<file path="src/rtl/tone_ctl_pkg.sv">
package tone_ctl_pkg;
    localparam int CTRL_W  = 14;
    localparam int DIGIT_W = 4;

    typedef enum logic [2:0] {
        MODE_RX     = 3'd0,
        MODE_TX     = 3'd1,
        MODE_SINGLE = 3'd2,
        MODE_PD_OSC = 3'd3,
        MODE_PD_ALL = 3'd4,
        MODE_LOOP   = 3'd5
    } op_mode_e;

    typedef enum logic [1:0] {
        AGC_FIXED  = 2'd0,
        AGC_CLAMP  = 2'd1,
        AGC_AUTO   = 2'd2,
        AGC_UNUSED = 2'd3
    } agc_sel_e;

    typedef enum logic [1:0] {
        RD_OFF   = 2'd0,
        RD_ARMED = 2'd1,
        RD_SHIFT = 2'd2
    } rd_state_e;

    typedef struct packed {
        logic [2:0] mode;
        logic       mute;
        logic [1:0] guard;
        logic [3:0] level;
        logic [3:0] tone;
    } ctrl_word_t;
endpackage

</file>
<file path="src/rtl/ser_pin_sync.sv">
module ser_pin_sync #(
    parameter int WIDTH  = 4,
    parameter int STAGES = 2
) (
    input  logic             clk,
    input  logic             rst_n,
    input  logic [WIDTH-1:0] pins_i,
    output logic [WIDTH-1:0] sync_o,
    output logic [WIDTH-1:0] prev_o
);
    logic [WIDTH-1:0] stage_q [STAGES+1];

    genvar g;
    generate
        for (g = 0; g <= STAGES; g++) begin : g_stage
            always_ff @(posedge clk or negedge rst_n) begin
                if (!rst_n) begin
                    stage_q[g] <= '0;
                end else if (g == 0) begin
                    stage_q[g] <= pins_i;
                end else begin
                    stage_q[g] <= stage_q[(g == 0) ? 0 : g-1];
                end
            end
        end
    endgenerate

    assign sync_o = stage_q[STAGES-1];
    assign prev_o = stage_q[STAGES];
endmodule

</file>
<file path="src/rtl/ser_rd_fsm.sv">
module ser_rd_fsm
    import tone_ctl_pkg::*;
#(
    parameter int DW = DIGIT_W
) (
    input  logic          clk,
    input  logic          rst_n,
    input  logic          rw_s,
    input  logic          en_rise,
    input  logic          sclk_rise,
    input  logic [DW-1:0] digit_i,
    output logic          data_o,
    output logic          oe_o
);
    localparam int IDX_W = (DW > 1) ? $clog2(DW) : 1;

    rd_state_e        state_q, state_d;
    logic [DW-1:0]    rd_q;
    logic [IDX_W-1:0] idx_q;
    logic [IDX_W-1:0] idx_nx;

    assign idx_nx = (idx_q == IDX_W'(DW-1)) ? '0 : idx_q + 1'b1;

    always_comb begin
        state_d = state_q;
        unique case (state_q)
            RD_OFF:   if (rw_s) state_d = RD_ARMED;
            RD_ARMED: if (!rw_s) state_d = RD_OFF;
                      else if (en_rise) state_d = RD_SHIFT;
            RD_SHIFT: if (!rw_s) state_d = RD_OFF;
            default:  state_d = RD_OFF;
        endcase
    end

    always_ff @(posedge clk or negedge rst_n) begin
        if (!rst_n) begin
            state_q <= RD_OFF;
            rd_q    <= '0;
            idx_q   <= '0;
        end else begin
            state_q <= state_d;
            if (!rw_s) begin
                rd_q  <= '0;
                idx_q <= '0;
            end else if (en_rise && state_q != RD_OFF) begin
                rd_q  <= digit_i;
                idx_q <= '0;
            end else if (sclk_rise && state_q == RD_SHIFT) begin
                idx_q <= idx_nx;
            end
        end
    end

    always_comb begin
        unique case (state_q)
            RD_OFF:   begin oe_o = 1'b0; data_o = 1'b0; end
            RD_ARMED: begin oe_o = 1'b1; data_o = 1'b0; end
            RD_SHIFT: begin oe_o = 1'b1; data_o = rd_q[idx_q]; end
            default:  begin oe_o = 1'b0; data_o = 1'b0; end
        endcase
    end

    assert_load_bit0_R5: assert property (@(posedge clk) disable iff (!rst_n)
        (rw_s && en_rise && state_q != RD_OFF) |=> (oe_o && data_o == $past(digit_i[0])));

    assert_wrap_to_bit0_R6: assert property (@(posedge clk) disable iff (!rst_n)
        (rw_s && state_q == RD_SHIFT && sclk_rise && !en_rise && idx_q == IDX_W'(DW-1))
        |=> (data_o == $past(rd_q[0])));

    assert_release_pin_R7: assert property (@(posedge clk) disable iff (!rst_n)
        (!rw_s) |=> !oe_o);
endmodule

</file>
<file path="src/rtl/ctrl_field_dec.sv">
module ctrl_field_dec
    import tone_ctl_pkg::*;
(
    input  ctrl_word_t        word_i,
    output logic              tx_en_o,
    output logic              rx_en_o,
    output logic [1:0]        agc_sel_o,
    output logic signed [6:0] agc_gain_hdb_o
);
    always_comb begin
        rx_en_o = 1'b0;
        tx_en_o = 1'b0;
        unique case (word_i.mode)
            MODE_RX:     rx_en_o = 1'b1;
            MODE_TX,
            MODE_SINGLE: tx_en_o = !word_i.mute;
            MODE_LOOP:   begin rx_en_o = 1'b1; tx_en_o = !word_i.mute; end
            default:     ;
        endcase
    end

    always_comb begin
        agc_gain_hdb_o = '0;
        if (word_i.level <= 4'd10) begin
            agc_sel_o      = AGC_FIXED;
            agc_gain_hdb_o = 7'(signed'({3'b000, word_i.level}) * 5) - 7'sd10;
        end else if (word_i.level == 4'd11) begin
            agc_sel_o = AGC_CLAMP;
        end else if (word_i.level == 4'd12) begin
            agc_sel_o = AGC_AUTO;
        end else begin
            agc_sel_o = AGC_UNUSED;
        end
    end
endmodule

</file>
<file path="src/rtl/tone_ctl_serial_if.sv">
module tone_ctl_serial_if
    import tone_ctl_pkg::*;
#(
    parameter int SYNC_STAGES = 2
) (
    input  logic               clk,
    input  logic               rst_n,
    input  logic               ser_clk_i,
    input  logic               ser_en_i,
    input  logic               ser_rw_i,
    input  logic               ser_data_i,
    input  logic [3:0]         digit_i,
    output logic               ser_data_o,
    output logic               ser_data_oe_o,
    output logic [2:0]         mode_o,
    output logic               squelch_o,
    output logic [1:0]         guard_o,
    output logic [3:0]         gain_code_o,
    output logic [3:0]         tone_o,
    output logic               tx_en_o,
    output logic               rx_en_o,
    output logic [1:0]         agc_sel_o,
    output logic signed [6:0]  agc_gain_hdb_o
);
    localparam int PIN_N = 4;

    logic [PIN_N-1:0] sync_s, prev_s;
    logic sclk_s, en_s, rw_s, data_s;
    logic sclk_rise, en_rise;

    ser_pin_sync #(.WIDTH(PIN_N), .STAGES(SYNC_STAGES)) u_sync (
        .clk    (clk),
        .rst_n  (rst_n),
        .pins_i ({ser_data_i, ser_rw_i, ser_en_i, ser_clk_i}),
        .sync_o (sync_s),
        .prev_o (prev_s)
    );

    assign sclk_s    = sync_s[0];
    assign en_s      = sync_s[1];
    assign rw_s      = sync_s[2];
    assign data_s    = sync_s[3];
    assign sclk_rise = sclk_s & ~prev_s[0];
    assign en_rise   = en_s & ~prev_s[1];

    logic [CTRL_W-1:0] shadow_q;
    ctrl_word_t        live_q;

    always_ff @(posedge clk or negedge rst_n) begin
        if (!rst_n) begin
            shadow_q <= '0;
            live_q   <= '0;
        end else begin
            if (sclk_rise && !rw_s) begin
                shadow_q <= {data_s, shadow_q[CTRL_W-1:1]};
            end
            if (en_s && !rw_s) begin
                live_q <= ctrl_word_t'(shadow_q);
            end
        end
    end

    assert_shift_in_R1: assert property (@(posedge clk) disable iff (!rst_n)
        (sclk_rise && !rw_s) |=> (shadow_q[CTRL_W-1] == $past(data_s)));

    assert_transfer_R2: assert property (@(posedge clk) disable iff (!rst_n)
        (en_s && !rw_s) |=> (live_q == $past(shadow_q)));

    assert_hold_live_R2: assert property (@(posedge clk) disable iff (!rst_n)
        !(en_s && !rw_s) |=> $stable(live_q));

    ser_rd_fsm #(.DW(DIGIT_W)) u_rd (
        .clk       (clk),
        .rst_n     (rst_n),
        .rw_s      (rw_s),
        .en_rise   (en_rise),
        .sclk_rise (sclk_rise),
        .digit_i   (digit_i),
        .data_o    (ser_data_o),
        .oe_o      (ser_data_oe_o)
    );

    ctrl_field_dec u_dec (
        .word_i         (live_q),
        .tx_en_o        (tx_en_o),
        .rx_en_o        (rx_en_o),
        .agc_sel_o      (agc_sel_o),
        .agc_gain_hdb_o (agc_gain_hdb_o)
    );

    assign mode_o      = live_q.mode;
    assign squelch_o   = live_q.mute;
    assign guard_o     = live_q.guard;
    assign gain_code_o = live_q.level;
    assign tone_o      = live_q.tone;

    assert_mode_enables_R4: assert property (@(posedge clk) disable iff (!rst_n)
        (live_q.mode == MODE_PD_ALL || live_q.mode == MODE_PD_OSC) |-> !(tx_en_o || rx_en_o));
endmodule

</file>
<file path="config.mk">
export PLATFORM = sky130hd
export DESIGN_NAME = tone_ctl_serial_if
export DESIGN_NICKNAME = d
export VERILOG_FILES = /design/src/rtl/tone_ctl_pkg.sv /design/src/rtl/ser_pin_sync.sv /design/src/rtl/ser_rd_fsm.sv /design/src/rtl/ctrl_field_dec.sv /design/src/rtl/tone_ctl_serial_if.sv
export SDC_FILE = /design/constraint.sdc
export NUM_CORES = 1
export LEC_CHECK = 0
export ABC_AREA = 1
export BUFFER_PORTS_ARGS = -buffer_cell sky130_fd_sc_hd__buf_2
export CAP_MARGIN = 20
export CORE_MARGIN = 3
export CORE_UTILIZATION = 51
export CTS_CLUSTER_DIAMETER = 150
export DETAILED_ROUTE_END_ITERATION = 6
export HOLD_SLACK_MARGIN = 0.1
export PLACE_DENSITY = 0.8
export SLEW_MARGIN = 10
export SYNTH_ARGS = -nofsm -noshare
export SYNTH_HDL_FRONTEND = slang
export SYNTH_HIERARCHICAL = 1
export SYNTH_SLANG_ARGS = --single-unit
</file>
<file path="constraint.sdc">
create_clock -name clk -period 1.8 [get_ports clk]
set_input_delay 0.09 -clock clk [delete_from_list [all_inputs] [get_ports clk]]
set_output_delay 0.09 -clock clk [all_outputs]
set_load 0.05 [all_outputs]
</file>
* Word level (Yosys, flattened, before mapping)
Cells that the tools add are included.
W data, S select, Z words.
** Word-level totals
- Flip-flop bits (word level) :: 46
- Input bits :: 10
- Output and inout bits :: 27
** Cells by class
- $add $sub $neg :: 2
- Multiply operators :: 1
- Magnitude comparators :: 2
- Eq/ne operators :: 13
- Mux-type cells :: 21
- Bitwise gates (word level) :: 4
- Reduce and logical (&&, ||, !) cells :: 13
** Operators with widths (count)
- $mux W2 :: 10
- $eq A4 B4 Y1 const B :: 2
- $mux W4 :: 2
- $mul A4 B3 Y7 const B :: 1
- $mux W7 :: 1
- $sub A7 B5 Y7 const B :: 1
- $mux W1 :: 6
- $pmux W2 S3 :: 1
- $eq A2 B2 Y1 const B :: 2
- $le A4 B4 Y1 const B :: 1
- $logic_and A1 B1 Y1 :: 4
- $ne A2 B2 Y1 const B :: 2
- $reduce_or A2 Y1 :: 2
- $eq A3 B1 Y1 const B :: 1
- $eq A3 B2 Y1 const B :: 1
- $eq A3 B3 Y1 const B :: 1
- $logic_not A3 Y1 :: 1
- $lt A2 B3 Y1 const B :: 1
- $ne A3 B1 Y1 const B :: 1
- $ne A3 B2 Y1 const B :: 1
- $reduce_and A3 Y1 :: 1
- $reduce_or A3 Y1 :: 1
- $add A2 B1 Y2 const B :: 1
- $and A1 B1 Y1 :: 2
- other kinds (7) :: 9

* Logic depth before layout (Yosys ltp)
- Depth in word-level cells :: 6
- Gate-level depth with buffers :: 11

* Hierarchy
Netlist, hierarchy kept.
** By module, submodules not included
- tone_ctl_serial_if :: instances 1, cells each 130, area an instance 1203.7 um^2, seq. area each 700.7 um^2
- ser_rd_fsm :: instances 1, cells each 60, area an instance 480.5 um^2, seq. area each 200.2 um^2
- ser_pin_sync :: instances 1, cells each 20, area an instance 360.3 um^2, seq. area each 300.3 um^2
- ctrl_field_dec :: instances 1, cells each 55, area an instance 357.8 um^2, seq. area each 0.0 um^2

* Worst setup path after synthesis
Ideal clock, no wire load.
- Path type :: flip-flop to output port
- From :: reg live_q, in the netlist gain_code_o[3]
- To :: out agc_gain_hdb_o[6]
- Arrival time :: 2.692 ns
- Required time :: 1.710 ns
- Slack :: -0.982 ns
- Cell stages (with the launch flop) :: 10
- Path buffers :: 0
- Cell sequence :: dfrtp_1 ha_1 ha_1 inv_1 fa_1 inv_1 nand2_1 nand2_1 a21oi_1 nor2_1
** Between the ends
- Cells in the longest elaborated chain, start to end :: 3
- Elaborated cells on any way between the ends :: 4
** Ends and longest elaborated chain
- from (decl) :: RTL line tone_ctl_serial_if.sv:47 : ctrl_word_t live_q;
- from (signal assigned) :: RTL line tone_ctl_serial_if.sv:58 : live_q <= ctrl_word_t'(shadow_q);
- $mul A4 B3 Y7 :: RTL line ctrl_field_dec.sv:26 : agc_gain_hdb_o = 7'(signed'({3'b000, word_i.level}) * 5) - 7'sd10;
- $sub A7 B5 Y7 :: RTL line ctrl_field_dec.sv:26
- $mux W7 * :: RTL line ctrl_field_dec.sv:24 : if (word_i.level <= 4'd10) begin
- to (decl) :: RTL line tone_ctl_serial_if.sv:23 : output logic signed [6:0] agc_gain_hdb_o
Every way passes the cells marked *; elsewhere a longest branch is shown, timed or not.

* Worst setup path after layout
- From :: reg live_q, in the netlist gain_code_o[1]
- To :: out agc_gain_hdb_o[4]
Same word-level chain as after synthesis.

==> results by group <==
Detailed routing
  • DR vias/cell: 5.152
  • Post-route DRC violation count: 0
  • DR iter-0 viols: 61
  • WL final: 4.514 mm
  • Routed len/inst: 12.50 µm
  • DRT Pass-1 Iters: 4
  • Final ANT Viol Nets: 0
  • Vias: 1,860

Global routing
  • Largest net degree at the start of global routing: 47
  • Vias in the first global route: 1,754
  • Initial antenna violation count: 0
  • Overall Global Routing Usage: 18.57%
  • First-pass GRT wire length: 7.624 mm
  • Total gr overflow: 0

Clock network
  • CTS HTree Levels: 2
  • CTS tree: yes
  • CTS Sinks: 46
  • Clock transition at the registers of the reported paths: 80 ps
  • Clk_lat worst skew: 290 ps
  • CTS buffer count: 5
  • Root Buffer: clkbuf_8
  • CTS Buffer Depth: 2

Timing
  • Final hold vios: 0
  • Max Clk Rate: 440.9 MHz
  • Worst-margin pin slew: 552.9 ps
  • # setup viols final: 4
  • Final count of pins violating max slew: 0
  • Setup TNS: -1640 ps
  • Slew HR: 63.14%
  • Clock skew: 8.065 ps
  • Final worst setup slack: -468.2 ps
  • Fin crit share: 126.0%
  • RSZ-0062 raised after global routing: yes
  • Fin Hold WS: 352.7 ps
  • Final min period: 2268 ps

Placement
  • Placed cells: 341
  • Pre-CTS setup slack: -247.5 ps
  • HPWL after DPL: 3.027 mm
  • Placed cell area: 0.002638 mm²
  • Number of port buffers: 36
  • Routability-driven placement congestion ratio: 0.8009

Setup path
  • Worst r2r src: u_sync/sync_o[2]
  • Critical Path RT: 1710 ps
  • Delay-heaviest family, CP: adder cells
  • CP max stage cell: dfrtp_4
  • Crit Path Category: reg2out
  • Reg2Reg Depth: 4
  • Startpoint Class: flip-flop
  • R2R setup slack: 460 ps
  • Most used cell, CP: ha_4
  • Max FO, Critical Path: 2
  • Critical path arrival: 2180 ps
  • CP Capture Type: output pin
  • CP bufs+invs: 3
  • Reg2reg end: shadow_q[4]
  • Worst-path cell chain: ha_4 > ha_4 > inv_2 > fa_2 > buf_4 > xor2_2 > nor2_4 > buf_6
  • Slowest cell delay on critical path: 490 ps

Floorplan
  • Site Rows: 23
  • Die H: 73.70 µm
  • Die area: 0.005431 mm²
  • Core Footprint: 0.004202 mm²
  • I/O Pins: 37
  • Initial Util: 55.63%
  • Die width: 73.70 µm

Final layout
  • Layout cells sized above 1: 33.12%
  • Final Instance Area: 0.003020 mm²
  • Final #Nets: 338
  • Fin cells: 361
  • P&R area growth vs syn: 29.23%
  • Filler Cell Count: 299
  • Storage element area: 0.001159 mm²
  • # diodes: 0
  • Commonest non-fill, non-tap cell in the layout: nand2_1
  • Area of the multi-input gates: 0.001174 mm²
  • Fin util: 71.89%
  • Most frequent cells in the layout: nand2_1 (72), dfrtp_1 (42), buf_2 (30)

Worst hold path
  • Hold path endpoint: u_sync/sync_o[0]
  • Hold Crit Start: u_sync/stage_q[8]
  • Worst hold path class: reg2reg
  • Hold path depth: 0

Pwr
  • Peak supply drop: 656.6 µV
  • Static leakage: 1.574 nW
  • Pwr dens: 1102 mW/mm²
  • Pwr Total: 3.329 mW

Logic synthesis
  • Mapped cell area: 0.002337 mm²
  • Synth Warn #: 6
  • Synthesized Nets: 289
  • Mapped Cells: 261
  • Syn_area_per_cell: 8.955 µm²

Status
  • Failing checks: setup timing
  • Status: complete, but fails checks

Job
  • Max-Cap Viols: 0
-- layout make-up --
cell class                 instances  share of cell area, %
sequential                        46                  38.36
clock inverter                     2                 0.4142
timing repair buffer              59                  14.04
multi-input combinational        171                  38.86
clock buffer                       6                  2.734
inverter                          27                  3.521
tap                               50                  2.071
-- flip-flops by register name (all words and copies together), names as in the netlist --
| signal | cells |
|---|---|
| squelch_o | 1 |
| u_sync/prev_o | 2 |
| u_rd/rd_q | 4 |
| u_sync/sync_o | 4 |
| u_rd/idx_q | 2 |
| guard_o | 2 |
| u_rd/state_q | 2 |
| u_sync/stage_q | 4 |
| gain_code_o | 4 |
| shadow_q | 14 |
| tone_o | 4 |
| mode_o | 3 |
-- power breakdown --
group | total (mW) | internal, mW | switching (mW)
logic | 1.42 | 0.492 | 0.931
registers | 1.27 | 1.16 | 0.113
clock network | 0.633 | 0.308 | 0.325
-- per-layer routing --
layer  global-route usage, %  up-vias  routed length [µm]
li1                        -      925                   -
met1                   21.93      886                1896
met2                   31.99       43                2384
met3                   4.241        6                 167
met4                   8.249        0                  65
met5                       0        -                   0
-- what timing repair did --
action                                 CTS  global route
pin swaps                                4             5
hold buffers                             9             0
resized for setup                       30             9
setup endpoints to repair                6             7
endpoints found under the hold margin   54             0
cloned                                   0             0
buffers inserted                         2             2
-- worst max-delay path by stage --
stage                   start                 to  slack, ps  cells after the start
2_1_floorplan  gain_code_o[2]  agc_gain_hdb_o[6]       -260                      8
3_3_place_gp   gain_code_o[1]  agc_gain_hdb_o[6]       -220                     11
3_5_place_dp   gain_code_o[1]  agc_gain_hdb_o[6]       -250                     11
4_1_cts        gain_code_o[1]  agc_gain_hdb_o[4]       -470                      8
5_1_grt        gain_code_o[1]  agc_gain_hdb_o[6]       -580                     11
6_report       gain_code_o[1]  agc_gain_hdb_o[4]       -470                      8
No activity file was read; power rests on OpenSTA's default activity.
